### config.mk
export PLATFORM = sky130hd
export DESIGN_NAME = uart_regif
export DESIGN_NICKNAME = d
export VERILOG_FILES = /design/src/rtl/uart_regif_pkg.sv /design/src/rtl/uart_regif_fifo.sv /design/src/rtl/uart_regif_ctrl.sv /design/src/rtl/uart_regif_dp.sv /design/src/rtl/uart_regif.sv
export SDC_FILE = /design/constraint.sdc
export NUM_CORES = 1
export LEC_CHECK = 0
export BUFFER_PORTS_ARGS = -buffer_cell sky130_fd_sc_hd__clkbuf_2
export CAP_MARGIN = 40
export CORE_MARGIN = 2
export CORE_UTILIZATION = 56
export CTS_BUF_LIST = sky130_fd_sc_hd__clkbuf_16
export DETAILED_ROUTE_END_ITERATION = 16
export PLACE_DENSITY = 0.83
export SYNTH_ARGS = -nofsm -noshare
export SYNTH_HDL_FRONTEND = slang
export SYNTH_HIERARCHICAL = 1
export SYNTH_SLANG_ARGS = --single-unit
### constraint.sdc
create_clock -name clk -period 2.98 [get_ports clk]
set_clock_uncertainty 0.15 [all_clocks]
set_input_delay 0.596 -clock clk [delete_from_list [all_inputs] [get_ports clk]]
set_output_delay 0.596 -clock clk [all_outputs]
set_load 0.05 [all_outputs]
### src/rtl/uart_regif_pkg.sv
package uart_regif_pkg;
  localparam logic ADDR_DATA   = 1'b0;
  localparam logic ADDR_STATUS = 1'b1;

  typedef struct packed {
    logic txPush;
    logic rxPop;
    logic rdData;
    logic rdStatus;
  } busStrb_t;
endpackage

### src/rtl/uart_regif_fifo.sv
module uart_regif_fifo #(
  parameter int WIDTH = 8,
  parameter int DEPTH = 16
) (
  input  logic             clk,
  input  logic             rstN,
  input  logic             pushEn,
  input  logic [WIDTH-1:0] pushData,
  input  logic             popEn,
  output logic [WIDTH-1:0] headData,
  output logic             full,
  output logic             empty
);
  localparam int AW = $clog2(DEPTH);
  localparam int PW = AW + 1;
  localparam logic [PW-1:0] FULL_CNT = PW'(DEPTH);

  logic [WIDTH-1:0] mem [DEPTH];
  logic [PW-1:0] wrPtr, rdPtr, count;
  logic pushOk, popOk;

  assign count  = wrPtr - rdPtr;
  assign full   = (count == FULL_CNT);
  assign empty  = (count == '0);
  assign pushOk = pushEn && !full;
  assign popOk  = popEn && !empty;
  assign headData = empty ? '0 : mem[rdPtr[AW-1:0]];

  always_ff @(posedge clk) begin
    if (!rstN) begin
      wrPtr <= '0;
      rdPtr <= '0;
    end else begin
      if (pushOk) begin
        mem[wrPtr[AW-1:0]] <= pushData;
        wrPtr <= wrPtr + 1'b1;
      end
      if (popOk) rdPtr <= rdPtr + 1'b1;
    end
  end

  AST_NO_OVERFLOW: assert property (@(posedge clk) disable iff (!rstN)
    count <= FULL_CNT);
  AST_FULL_DROP: assert property (@(posedge clk) disable iff (!rstN)
    full && pushEn && !popEn |=> full && count == $past(count));
  AST_EMPTY_POP: assert property (@(posedge clk) disable iff (!rstN)
    empty && popEn && !pushEn |=> empty);
  AST_BOTH_KEEP: assert property (@(posedge clk) disable iff (!rstN)
    pushEn && popEn && !full && !empty |=> count == $past(count));
endmodule

### src/rtl/uart_regif_ctrl.sv
module uart_regif_ctrl
  import uart_regif_pkg::*;
(
  input  logic     busSel,
  input  logic     busAddr,
  input  logic     busWr,
  output busStrb_t strb
);
  always_comb begin
    strb = '0;
    if (busSel) begin
      if (busWr) begin
        strb.txPush = (busAddr == ADDR_DATA);
      end else begin
        strb.rxPop    = (busAddr == ADDR_DATA);
        strb.rdData   = (busAddr == ADDR_DATA);
        strb.rdStatus = (busAddr == ADDR_STATUS);
      end
    end
  end
endmodule

### src/rtl/uart_regif_dp.sv
module uart_regif_dp
  import uart_regif_pkg::*;
#(
  parameter int DATA_W = 8,
  parameter int DEPTH  = 16
) (
  input  logic              clk,
  input  logic              rstN,
  input  busStrb_t          strb,
  input  logic [DATA_W-1:0] busWdata,
  output logic [DATA_W-1:0] busRdata,
  output logic              irqOut,
  input  logic              rxPushValid,
  input  logic [DATA_W-1:0] rxPushData,
  output logic              rxFull,
  input  logic              txPopReq,
  output logic [DATA_W-1:0] txPopData,
  output logic              txEmpty
);
  localparam int PAD_W = DATA_W - 2;

  logic txFull, rxEmpty;
  logic [DATA_W-1:0] rxHead;

  uart_regif_fifo #(.WIDTH(DATA_W), .DEPTH(DEPTH)) txFifo_i (
    .clk(clk), .rstN(rstN),
    .pushEn(strb.txPush), .pushData(busWdata),
    .popEn(txPopReq), .headData(txPopData),
    .full(txFull), .empty(txEmpty)
  );

  uart_regif_fifo #(.WIDTH(DATA_W), .DEPTH(DEPTH)) rxFifo_i (
    .clk(clk), .rstN(rstN),
    .pushEn(rxPushValid), .pushData(rxPushData),
    .popEn(strb.rxPop), .headData(rxHead),
    .full(rxFull), .empty(rxEmpty)
  );

  always_comb begin
    if (strb.rdData)        busRdata = rxHead;
    else if (strb.rdStatus) busRdata = {{PAD_W{1'b0}}, rxEmpty, txFull};
    else                    busRdata = '0;
  end

  assign irqOut = !rxEmpty;

  AST_IRQ_ON_DATA: assert property (@(posedge clk) disable iff (!rstN)
    rxPushValid && !rxFull |=> irqOut);
  AST_STATUS_KEEPS: assert property (@(posedge clk) disable iff (!rstN)
    strb.rdStatus && irqOut |=> irqOut);
endmodule

### src/rtl/uart_regif.sv
module uart_regif
  import uart_regif_pkg::*;
#(
  parameter int DATA_W = 8,
  parameter int DEPTH  = 16
) (
  input  logic              clk,
  input  logic              rstN,
  input  logic              busSel,
  input  logic              busAddr,
  input  logic              busWr,
  input  logic [DATA_W-1:0] busWdata,
  output logic [DATA_W-1:0] busRdata,
  output logic              irqOut,
  input  logic              rxPushValid,
  input  logic [DATA_W-1:0] rxPushData,
  output logic              rxFull,
  input  logic              txPopReq,
  output logic [DATA_W-1:0] txPopData,
  output logic              txEmpty
);
  busStrb_t strb;

  uart_regif_ctrl ctrl_i (
    .busSel(busSel), .busAddr(busAddr), .busWr(busWr), .strb(strb)
  );

  uart_regif_dp #(.DATA_W(DATA_W), .DEPTH(DEPTH)) dp_i (
    .clk(clk), .rstN(rstN), .strb(strb),
    .busWdata(busWdata), .busRdata(busRdata), .irqOut(irqOut),
    .rxPushValid(rxPushValid), .rxPushData(rxPushData), .rxFull(rxFull),
    .txPopReq(txPopReq), .txPopData(txPopData), .txEmpty(txEmpty)
  );
endmodule

==> results.md <==
Outcome:
- The flow ran to the end, but the final reports show violations.
- The final reports fail on negative setup slack.

Clocking:
- Counting along the longest clock path gives a buffer depth of 3.
- The clock sink total is 284.
- For the worst-skew pair, the clock arrives at the later sink with an insertion delay of 0.52 ns.
- Clock-pin slew was measured on the worst setup and hold paths at 0.06 ns.
- The clock tree root driver cell is sky130_fd_sc_hd__clkbuf_16.
- In this run the number of H-tree levels came out at 1.
- The number of hold buffers added after cts is 0.
- The clock tree from TritonCTS is built.
- Clock tree synthesis inserted a total of 27 buffers.

Die:
- The die covers 0.0226 sq mm.
- The initial utilization of the core area, before any placement, comes to 57.0%.
- The core region is 0.0210 sq mm.
- In this run the core area contains 53 standard-cell rows.
- During I/O placement, the number of pins put on the boundary was 42.
- The y dimension of the die is 150 um.
- The die span in x is 150 um.

Power:
- Across the VDD grid, the largest voltage drop is 0.513 mV.
- The part of the total power dissipated in the clock network is 30.9%.
- The ratio of total power to cell area is 769 mW/mm^2.
- The internal power of the cells totals 8.22 mW.
- In this run, the combinational gates consume 29.1% of the power.
- For this design the total switching power over the nets is 2.97 mW.
- Sequential cells account for 40.0% of the total power.
- Summed over all cells, the static leakage comes to 4.94 nW.
- The design draws 11.2 mW.
- Net switching is 26.5% of the power.

Finish:
- The multi-input combinational cells in the finished layout cover a total of 0.00357 sq mm.
- The core occupancy in the finished layout is 69.1%.
- Relative to the synthesized area, the layout overhead comes to 21.3%.
- The combined flip-flop and latch cell area is 0.00827 sq mm.
- The ratio of cells with drive above 1 in the final layout is 40.5%.
- In the final design database the tool counted 794 nets.
- Excluding fillers, the count of instances in the completed layout stands at 1048.
- The number of antenna diodes in the final layout is 0.
- The number of fillers in the final layout is 1261.

Setup path:
- The worst register-to-register path begins at dp_i/rxFifo_i/rdPtr[1].
- Of all nets on the critical path, the largest fanout is 5.
- The cell depth of the worst flop-to-flop path is 12.
- The setup path with the least slack is of type register to output pin.
- The internal reg-to-reg setup slack is 0.23 ns.
- STA classifies the critical path startpoint as a register.
- The critical path data arrival time is 2.65 ns.
- The kind of end point of the critical path is an output pin.
- The required time of the critical path is 2.23 ns.
- The worst reg2reg path endpoint is dp_i/rxFifo_i/mem[8][4].

Synthesis:
- The mean instance size in the synthesized netlist is 19.4 sq um.
- The share of the yosys chip area belonging to registers is 68.8%.
- The cell area after synthesis is 0.0120 sq mm.
- The most frequently used flop master after synthesis is sky130_fd_sc_hd__edfxtp_1.
- The commonest cells after synthesis are sky130_fd_sc_hd__edfxtp_1, sky130_fd_sc_hd__mux4_2, sky130_fd_sc_hd__mux4_1, sky130_fd_sc_hd__nor2_1, sky130_fd_sc_hd__dfxtp_1.
- Of all flip-flops after synthesis, the portion carrying an async set or reset was 0%.
- Counting flops with a built-in enable in the synthesized netlist gives 256.
- The count of mapped cells out of synthesis is 619.
- After synthesis, the netlist uses 46 different library cells.
- Counting flops and latches in the post-synthesis netlist gives 284.
- By area the synthesized netlist is led by sky130_fd_sc_hd__edfxtp_1, sky130_fd_sc_hd__mux4_2, sky130_fd_sc_hd__mux4_1.
- The total number of yosys warnings is 6.
- The cell accounting for the most synthesized area is sky130_fd_sc_hd__edfxtp_1.
- In the post-synthesis netlist, the cell with the most instances is sky130_fd_sc_hd__edfxtp_1.
- The share of Yosys cell area claimed by the top area cell type is 64.2%.
- The number of nets produced by synthesis is 660.

Global route:
- In the global route stage, overall resource usage came out at 23.7%.
- The most crowded layer after global routing is met2.
- The aggregate global routing overflow is 0.
- The fraction of met1 tracks used by global routing is 27.7%.
- The initial antenna violation count is 0.
- The via count of the first global-routing pass is 6675.
- Entering global routing, the biggest net connects 33 pins.
- Global routing consumed, on the met2 layer, 44.1% of the routing resources.
- The wire length of the first global-routing pass is 39.1 mm.
- For this run, global-route usage on met3 was measured as 4.09%.

STA:
- Across all setup checks in the final design, the least slack found is -0.412 ns.
- The achievable frequency is 295 MHz.
- After layout, the minimum clock period comes to 3.39 ns.
- Setup total negative slack on the finished layout was measured at -4.89 ns.
- The number of setup violations in the final report is 19.
- On the final layout, the worst hold slack is 0.338 ns.
- The hold violation count in the final report is 0.
- Of the available clock period, the critical path in the final layout requires 114%.
- Setup repair after global routing could not meet its margin everywhere.
- The worst pin sits at a relative slew slack of 61.7%.
- The max-slew violation total from the final report was 0.
- The transition time at the pin with the least slew margin is 0.573 ns.

Drt:
- The first detailed-routing pass ran for 4 iterations.
- Across all layers, the routed design uses 6244 vias.
- The number of nets with antenna violations after routing is 0.
- Dividing the detail-routed via count by the number of cells gives 5.96.
- For this block, the routed nets add up to 25.4 mm of wire.
- The first routing iteration left 453 violations.
- The count of unresolved DRC violations after routing is 0.
- The average routed wire per standard cell is 24.2 um.

Placed design:
- The total half-perimeter wirelength after legalization and detailed placement is 15.6 mm.
- The post-placement cell count is 968.
- Routability-driven placement finished with a final weighted congestion of 0.779.
- The port buffer count is 41.

Worst hold path:
- The endpoint of the worst hold path is dp_i/txFifo_i/rdPtr[2].
- The worst hold path begins at txPopReq.
- The path class of the tightest hold or removal check is input pin to register.
- Counting instances, the worst hold path has a depth of 4.

Run:
- The tool flagged a number of max-cap violations equal to 0.
-- cell families after synthesis --
logic type               synth area share, %
adder cells (fa/ha/maj)                 1.88
buffers and inverters                   2.45
multiplexers                            16.7
AND/OR/NAND/NOR                         6.70
XOR/XNOR                               0.731
flip-flops                              68.8
AO/OA/AOI/OAI                           2.67
-- layer usage --
layer | wire [um] | up-vias
met2 | 14000 | 261
met4 | 671 | 0
met3 | 1500 | 49
li1 | - | 2742
met1 | 9230 | 3192
met5 | 0 | -
-- registers in the layout, indices dropped and copies added (netlist names), named ones only --
| register | flops |
|---|---|
| dp_i/rxFifo_i/mem | 128 |
| dp_i/rxFifo_i/rdPtr | 5 |
| dp_i/txFifo_i/rdPtr | 5 |
| dp_i/txFifo_i/mem | 128 |
| dp_i/rxFifo_i/wrPtr | 5 |
| dp_i/txFifo_i/wrPtr | 5 |
-- how the worst max path moves through the flow --
| stage | from | to | slack (ns) | depth (start not counted) |
|---|---|---|---|---|
| after global placement | register | busRdata[3] | 0.08 | 6 |
| after CTS | register | busRdata[0] | -0.41 | 7 |
| after global routing | dp_i/rxFifo_i/rdPtr[1] | busRdata[6] | -0.47 | 10 |
| after detailed placement | dp_i/rxFifo_i/rdPtr[1] | busRdata[6] | -0.06 | 10 |
| after floorplan | dp_i/rxFifo_i/rdPtr[1] | dp_i/rxFifo_i/mem[13][0] | 0.002 | 8 |
| final | dp_i/rxFifo_i/rdPtr[1] | busRdata[6] | -0.41 | 10 |
-- power by group through the flow --
stage	logic, mW	registers (mW)	clock network (mW)
detailed placement	2.18	4.54	0
floorplan	1.64	4.51	0
global placement	2.10	4.53	0
CTS	3.03	4.47	3.49
global route	3.42	4.48	3.65
finish	3.26	4.47	3.46
-- cell usage in the layout, fill, tap and decap left out, types with 5 or more instances in the layout --
master,instances
sky130_fd_sc_hd__nor2b_4,16
sky130_fd_sc_hd__a21boi_0,8
sky130_fd_sc_hd__clkinv_1,5
sky130_fd_sc_hd__nor2_1,34
sky130_fd_sc_hd__xnor2_1,5
sky130_fd_sc_hd__a21boi_1,8
sky130_fd_sc_hd__bufinv_16,5
sky130_fd_sc_hd__nor2b_1,6
sky130_fd_sc_hd__mux4_2,72
sky130_fd_sc_hd__or3_1,14
sky130_fd_sc_hd__mux2i_1,12
sky130_fd_sc_hd__edfxtp_1,256
sky130_fd_sc_hd__buf_12,16
sky130_fd_sc_hd__dfxtp_1,16
sky130_fd_sc_hd__o21ai_0,10
sky130_fd_sc_hd__mux4_1,6
sky130_fd_sc_hd__ha_1,10
sky130_fd_sc_hd__buf_8,15
sky130_fd_sc_hd__buf_4,69
sky130_fd_sc_hd__dfxtp_2,9
sky130_fd_sc_hd__buf_6,6
sky130_fd_sc_hd__clkbuf_16,29
sky130_fd_sc_hd__clkbuf_2,22
sky130_fd_sc_hd__and2_4,6
sky130_fd_sc_hd__inv_1,15
sky130_fd_sc_hd__nand2_1,21
sky130_fd_sc_hd__ha_4,6
-- critical path, cell delays in order (launching register included) --
cell and delay (ns):
sky130_fd_sc_hd__dfxtp_2 0.33, sky130_fd_sc_hd__inv_2 0.04, sky130_fd_sc_hd__ha_4 0.25, sky130_fd_sc_hd__nor2b_4 0.14
sky130_fd_sc_hd__o211ai_1 0.15, sky130_fd_sc_hd__and3_1 0.21, sky130_fd_sc_hd__o211a_1 0.26, sky130_fd_sc_hd__buf_12 0.17
sky130_fd_sc_hd__a211oi_4 0.20, sky130_fd_sc_hd__and2_4 0.21, sky130_fd_sc_hd__clkbuf_16 0.16
-- through the flow --
stage	cell area, sq um	worst slack (ns)
final	14500	-0.412
after global routing	14500	-0.467
after CTS	14400	-0.415
after detailed placement	12900	-0.0579
after global placement	12900	0.0770
after floorplan	12000	0.00220
-- what timing repair did --
action	CTS	global route
endpoints found under the hold margin	0	0
buffers inserted	19	12
pin swaps	12	14
endpoints found under the setup margin	19	19
gates cloned	5	0
gates resized for setup	104	52
-- cell type report --
class                      count  area share [%]
clock inverter                22            1.56
clock buffer                  27            4.65
sequential                   284            56.9
timing repair buffer         134            9.58
tap                          275            2.37
inverter                      13           0.353
multi-input combinational    293            24.6
(Power assumes the default switching activity.)
